===== config.mk =====
export PLATFORM = sky130hd
export DESIGN_NAME = flash_prog_engine
export DESIGN_NICKNAME = d
export VERILOG_FILES = /design/src/rtl/flash_pkg.sv /design/src/rtl/flash_ctrl.sv /design/src/rtl/flash_dp.sv /design/src/rtl/flash_prog_engine.sv
export SDC_FILE = /design/constraint.sdc
export NUM_CORES = 1
export LEC_CHECK = 0
export ABC_AREA = 1
export BUFFER_PORTS_ARGS = -buffer_cell sky130_fd_sc_hd__clkbuf_2
export CORE_UTILIZATION = 41
export DETAILED_ROUTE_END_ITERATION = 7
export GPL_TIMING_DRIVEN = 0
export SYNTH_ARGS = -nofsm -noshare
export SYNTH_HDL_FRONTEND = slang
export SYNTH_SLANG_ARGS = --single-unit

===== constraint.sdc =====
create_clock -name clk -period 3.3 [get_ports clk]
set_input_delay 0.165 -clock clk [delete_from_list [all_inputs] [get_ports clk]]
set_output_delay 0.165 -clock clk [all_outputs]
set_load 0.03 [all_outputs]

===== src/rtl/flash_pkg.sv =====
package flash_pkg;

  // Bit positions inside the status byte seen on rdData
  localparam int TMO_POS = 5;
  localparam int ABT_POS = 1;

  typedef enum logic [1:0] {
    ST_IDLE = 2'd0,
    ST_PROG = 2'd1,
    ST_TMO  = 2'd2,
    ST_ABT  = 2'd3
  } engState_t;

  // Strobes from control to datapath
  typedef struct packed {
    logic load;        // capture address, data and target word
    logic pulse;       // apply one program pulse to the captured word
    logic showStatus;  // read port returns the status byte
    logic tmoBit;
    logic abtBit;
  } engCtrl_t;

endpackage


===== src/rtl/flash_ctrl.sv =====
module flash_ctrl
  import flash_pkg::*;
#(
  parameter int PULSE_LIMIT = 16
) (
  input  logic     clk,
  input  logic     rstN,
  input  logic     progStb,
  input  logic     suspendCtx,
  input  logic     resetCmdStb,
  input  logic     abortStb,
  input  logic     abortResetStb,
  input  logic     wordMatch,
  output engCtrl_t ctrl,
  output logic     busy,
  output logic     suspRead,
  output logic     timeoutFlag,
  output logic     abortFlag
);

  localparam int CNT_W = $clog2(PULSE_LIMIT + 1);
  localparam logic [CNT_W-1:0] LIMIT_V = CNT_W'(PULSE_LIMIT);

  engState_t  state, stateNext;
  logic [CNT_W-1:0] pulseCnt;
  logic       ctxQ;
  logic       accept;
  logic       limitHit;

  assign accept   = (state == ST_IDLE) && progStb;
  assign limitHit = (pulseCnt == LIMIT_V);

  always_comb begin
    stateNext = state;
    unique case (state)
      ST_IDLE: begin
        if (progStb)       stateNext = ST_PROG;
        else if (abortStb) stateNext = ST_ABT;
      end
      ST_PROG: begin
        if (wordMatch)     stateNext = ST_IDLE;
        else if (limitHit) stateNext = ST_TMO;
      end
      ST_TMO: if (resetCmdStb)   stateNext = ST_IDLE;
      ST_ABT: if (abortResetStb) stateNext = ST_IDLE;
      default: stateNext = ST_IDLE;
    endcase
  end

  always_ff @(posedge clk) begin
    if (!rstN) begin
      state    <= ST_IDLE;
      pulseCnt <= '0;
      ctxQ     <= 1'b0;
    end else begin
      state <= stateNext;
      if (accept) begin
        pulseCnt <= '0;
        ctxQ     <= suspendCtx;
      end else if (state == ST_PROG && !wordMatch && !limitHit) begin
        pulseCnt <= pulseCnt + 1'b1;
      end
      // abort exit always lands in plain array read
      if (state == ST_ABT && abortResetStb) ctxQ <= 1'b0;
      else if (state == ST_IDLE && !progStb && abortStb) ctxQ <= 1'b0;
    end
  end

  always_comb begin
    ctrl            = '0;
    ctrl.load       = accept;
    ctrl.pulse      = (state == ST_PROG) && !wordMatch && !limitHit;
    ctrl.showStatus = (state != ST_IDLE);
    ctrl.tmoBit     = (state == ST_TMO);
    ctrl.abtBit     = (state == ST_ABT);
  end

  assign busy        = (state == ST_PROG);
  assign timeoutFlag = (state == ST_TMO);
  assign abortFlag   = (state == ST_ABT);
  assign suspRead    = (state == ST_IDLE) && ctxQ;

endmodule


===== src/rtl/flash_dp.sv =====
module flash_dp
  import flash_pkg::*;
#(
  parameter int ADDR_W = 3,
  parameter int DATA_W = 8   // at least 8 so that the status byte fits
) (
  input  logic                      clk,
  input  logic                      rstN,
  input  engCtrl_t                  ctrl,
  input  logic [ADDR_W-1:0]         progAddr,
  input  logic [DATA_W-1:0]         progData,
  input  logic                      stuckEn,
  input  logic [$clog2(DATA_W)-1:0] stuckIdx,
  input  logic [ADDR_W-1:0]         rdAddr,
  output logic [DATA_W-1:0]         rdData,
  output logic                      wordMatch
);

  localparam int WORDS = 1 << ADDR_W;

  logic [DATA_W-1:0] cells [WORDS];
  logic [ADDR_W-1:0] addrQ;
  logic [DATA_W-1:0] dataQ;
  logic [DATA_W-1:0] targetQ;
  logic [DATA_W-1:0] curWord;
  logic [DATA_W-1:0] pinMask;
  logic [DATA_W-1:0] pulsedWord;
  logic [DATA_W-1:0] statusByte;

  assign curWord    = cells[addrQ];
  assign pinMask    = stuckEn ? (DATA_W'(1) << stuckIdx) : '0;
  // a pulse can only clear bits; a pinned bit keeps its old value
  assign pulsedWord = (curWord & dataQ) | (curWord & pinMask);
  assign wordMatch  = (curWord == targetQ);

  always_ff @(posedge clk) begin
    if (!rstN) begin
      addrQ   <= '0;
      dataQ   <= '1;
      targetQ <= '1;
    end else if (ctrl.load) begin
      addrQ   <= progAddr;
      dataQ   <= progData;
      targetQ <= cells[progAddr] & progData;
    end
  end

  for (genvar w = 0; w < WORDS; w++) begin : g_cell
    always_ff @(posedge clk) begin
      if (!rstN)                                       cells[w] <= '1;
      else if (ctrl.pulse && addrQ == ADDR_W'(w))      cells[w] <= pulsedWord;
    end
  end

  always_comb begin
    statusByte          = '0;
    statusByte[TMO_POS] = ctrl.tmoBit;
    statusByte[ABT_POS] = ctrl.abtBit;
  end

  assign rdData = ctrl.showStatus ? statusByte : cells[rdAddr];

endmodule


===== src/rtl/flash_prog_engine.sv =====
module flash_prog_engine
  import flash_pkg::*;
#(
  parameter int ADDR_W      = 3,
  parameter int DATA_W      = 8,
  parameter int PULSE_LIMIT = 16
) (
  input  logic                      clk,
  input  logic                      rstN,
  input  logic                      progStb,
  input  logic [ADDR_W-1:0]         progAddr,
  input  logic [DATA_W-1:0]         progData,
  input  logic                      suspendCtx,
  input  logic                      resetCmdStb,
  input  logic                      abortStb,
  input  logic                      abortResetStb,
  input  logic                      stuckEn,
  input  logic [$clog2(DATA_W)-1:0] stuckIdx,
  input  logic [ADDR_W-1:0]         rdAddr,
  output logic [DATA_W-1:0]         rdData,
  output logic                      busy,
  output logic                      suspRead
);

  engCtrl_t ctrlS;
  logic     wordMatch;
  logic     timeoutFlag;
  logic     abortFlag;

  flash_ctrl #(.PULSE_LIMIT(PULSE_LIMIT)) u_ctrl (
    .clk(clk), .rstN(rstN), .progStb(progStb), .suspendCtx(suspendCtx),
    .resetCmdStb(resetCmdStb), .abortStb(abortStb),
    .abortResetStb(abortResetStb), .wordMatch(wordMatch), .ctrl(ctrlS),
    .busy(busy), .suspRead(suspRead), .timeoutFlag(timeoutFlag),
    .abortFlag(abortFlag)
  );

  flash_dp #(.ADDR_W(ADDR_W), .DATA_W(DATA_W)) u_dp (
    .clk(clk), .rstN(rstN), .ctrl(ctrlS), .progAddr(progAddr),
    .progData(progData), .stuckEn(stuckEn), .stuckIdx(stuckIdx),
    .rdAddr(rdAddr), .rdData(rdData), .wordMatch(wordMatch)
  );

endmodule


==> impl_metrics.py <==
metrics = {
    "cts": {
        "cts_buffers": 9,
        "clockBufferDepth": 2,
        "post_cts_buffers": 0,
        "postCtsResizedCells": 0,
        "root_buffer": "clkbuf_16",
        "cts_max_level": 3,
        "cts_hold_buffers": 0,
        "clock-sinks": 94,
        "path_clk_slew_ns": 0.07,
        "cts_tree": "yes",
        "clk_latency_ns": 0.36,
    },
    "global_route": {
        "grt_first_pass_wirelength_um": 33200,
        "grt-ovfl-total": 0,
        "grt_max_degree": 17,
        "grt_use_total_pct": 31.7,
        "first_global_vias": 5397,
        "grt_antenna_before_repair": 0,
    },
    "worst_hold_path": {
        "worstHoldEndpoint": "u_dp.dataQ[1]",
        "hold_path_depth": 3,
        "min_from": "progData[1]",
        "hold_class": "in -> reg",
    },
    "route": {
        "drt_pass1_iterations": 6,
        "dr.first_iter.drc_count": 766,
        "via_count": 5961,
        "ant_nets": 0,
        "drt_wl_total_um": 22500,
        "remaining_drc_errors": 0,
        "wl_per_cell_um": 22.7,
        "drt-vias-per-instance": 6.00,
    },
    "timing": {
        "max_freq_mhz": 364,
        "drv_slew": 0,
        "worstMarginPinSlew_ns": 1.40,
        "min_period_ns": 2.75,
        "finalHoldViolations": 0,
        "fin_setup_tns_ns": 0,
        "setup_viol": 0,
        "fin_skew_ns": 0.0101,
        "slew_headroom_pct": 6.16,
        "rsz0062_at_grt": "false",
        "fin_crit_sh_pct": 83.3,
        "worst_slack_ns": 0.550,
    },
    "finish": {
        "num-nets-final": 835,
        "antenna_cells": 0,
        "drive_above_1_share_pct": 8.73,
        "area_delta_synth_final_pct": 12.2,
    },
    "worst_setup_path": {
        "start_kind": "flop",
        "path_class": "reg -> reg",
        "crit_path_max_fanout": 10,
        "r2r-end": "u_dp.cells[0][2]",
        "cp.required_ns": 3.32,
        "rr_worst_depth": 14,
        "endpoint_kind": "flop",
        "ff2ff_setup_slack_ns": 0.55,
        "cp.arrival_ns": 2.77,
    },
    "yosys": {
        "yosys-mux-area-fraction_pct": 0,
        "synth-simple-area-share_pct": 27.5,
        "ys_types": 29,
        "yosys_warnings": 0,
        "synth_top_family_by_area": "simple AND/OR/NAND/NOR gates",
        "ys_ff_latch": 94,
        "synth-compound-area-share_pct": 17.4,
        "synth_fa_ha_area_share_pct": 0.431,
        "synth_area_um2": 5800,
        "syn-num-nets": 793,
        "synth.avg_cell_area_um2": 7.58,
        "synth_xor_area_share_pct": 0.453,
        "synth_cells": 766,
        "seq_area_frac_synth_pct": 43.5,
    },
    "run_status": {
        "status": "finished, final reports clean",
    },
    "power": {
        "p_comb_share_pct": 43.8,
        "pwr_density_cell_nw_per_um2": 715,
        "power_switching_mw": 2.05,
        "seqPwrFrac_pct": 31.1,
        "cellLeakagePower_nw": 2.61,
        "p_int_mw": 2.60,
        "switching_share_pct": 44.1,
        "ir_worst_vdd_mv": 0.365,
        "p_clk_share_pct": 25.0,
    },
    "placement": {
        "pre_cts_ws_ns": 0.606,
        "port_buffers": 29,
        "dp_hpwl_um": 16800,
        "gp_congestion": 0.970,
    },
    "die": {
        "pin_count": 35,
        "die_y_um": 121,
        "core_um2": 13800,
        "initial_utilization_pct": 42.0,
        "die_w_um": 121,
        "rows": 43,
        "dieArea_um2": 14600,
    },
    "job": {
        "max_cap_viol_count": 0,
    },
}
==> layout make-up <==
| cell class | instances | area (µm²) |
|---|---|---|
| sequential | 94 | 2520 |
| timing repair buffer | 31 | 164 |
| clock buffer | 10 | 229 |
| clock inverter | 6 | 92.6 |
| fill | 1401 | 7310 |
| multi-input combinational | 536 | 2660 |
| buffer | 55 | 312 |
| inverter | 81 | 312 |
| tap | 180 | 225 |
==> critical path: stages (launching register included) <==
cell      delay (ns)
dfxtp_1         0.31
clkbuf_1        0.40
inv_2           0.19
nand3_1         0.25
nand3_1         0.11
nand2_1         0.08
inv_1           0.04
nand2_1         0.07
nor2_2          0.05
nand2_4         0.13
nand2_8         0.09
inv_8           0.14
buf_6           0.16
nand2_1         0.06
nand2_1         0.32
==> cell usage in the layout (no fill, tap or decap), types with 29 or more instances in the layout <==
cell	synthesis	final
nand2_1	160	160
nor2_1	44	44
a21oi_1	69	69
nand4_1	64	64
clkbuf_2	0	29
nand3_1	67	67
clkbuf_1	37	38
edfxtp_1	64	64
inv_1	75	75
dfxtp_1	30	30
o21ai_0	67	67
==> flip-flops by register name (all words and copies together) (netlist names), named ones only <==
| register | count |
|---|---|
| u_ctrl.ctxQ | 1 |
| u_ctrl.pulseCnt | 5 |
| u_ctrl.state | 2 |
| u_dp.addrQ | 3 |
| u_dp.cells | 64 |
| u_dp.dataQ | 8 |
| u_dp.targetQ | 8 |
==> power groups by stage <==
stage / clock network, mW / logic, mW / registers [mW]
5_1_grt: 1.21 / 2.18 / 1.46
4_1_cts: 1.17 / 1.98 / 1.45
3_3_place_gp: 0 / 1.96 / 1.47
3_5_place_dp: 0 / 1.97 / 1.47
6_report: 1.17 / 2.04 / 1.45
2_1_floorplan: 0 / 1.33 / 1.45
==> worst max path at each step <==
stage | slack, ns | depth (start not counted) | start | endpoint
final | 0.55 | 14 | flop | u_dp.cells[0][2]
after global routing | 0.38 | 14 | flop | u_dp.cells[0][2]
after CTS | 0.60 | 14 | flop | u_dp.cells[0][2]
after detailed placement | 0.61 | 14 | flop | u_dp.cells[0][2]
after global placement | 0.60 | 14 | flop | u_dp.cells[0][3]
after floorplan | 1.05 | 10 | u_ctrl.pulseCnt[0] | u_dp.cells[0][0]
==> cells by family (layout without fill, tap and decap cells) <==
logic type,Yosys count,after routing
AND/OR/NAND/NOR,348,348
AO/OA/AOI/OAI,183,183
buffers and inverters,136,183
flip-flops,94,94
XOR/XNOR,3,3
adder cells (fa/ha/maj),2,2
==> Yosys cell counts, drive strengths merged <==
master   instances  area [µm²]
nand3b           1        7.51
inv             78         300
clkbuf          37         139
clkinv           3        11.3
nand2          163         638
o21ai           76         380
dfxtp           30         601
nand3           67         335
nor3             7        35.0
ha               2        25.0
a21oi           69         345
xor2             3        26.3
buf             18         173
nand4           64         400
edfxtp          64        1920
a31oi            7        43.8
nor2            46         178
o211ai          23         173
o2111ai          8        70.1
==> per-stage QoR <==
stage / hold WS (ns) / instances / total power, mW / utilization, % / cell area (µm²)
global route: 0.0603 / 993 / 4.85 / 47.1 / 6510
finish: 0.0446 / 993 / 4.66 / 47.1 / 6510
floorplan: 0.291 / 766 / 2.78 / - / 5800
global placement: 0.397 / 975 / 3.43 / 44.6 / 6170
CTS: 0.0334 / 991 / 4.61 / 47.0 / 6490
detailed placement: 0.403 / 975 / 3.44 / 44.6 / 6170
==> per-layer routing <==
metal | part of all wire, % | vias up | track usage [%]
met2 | 44 | 321 | 47.4
met1 | 44 | 2822 | 45.2
met4 | 3.8 | 0 | 15.5
met5 | 0 | - | 0
li1 | - | 2776 | -
met3 | 8.5 | 42 | 4.04
(Power assumes the default switching activity.)
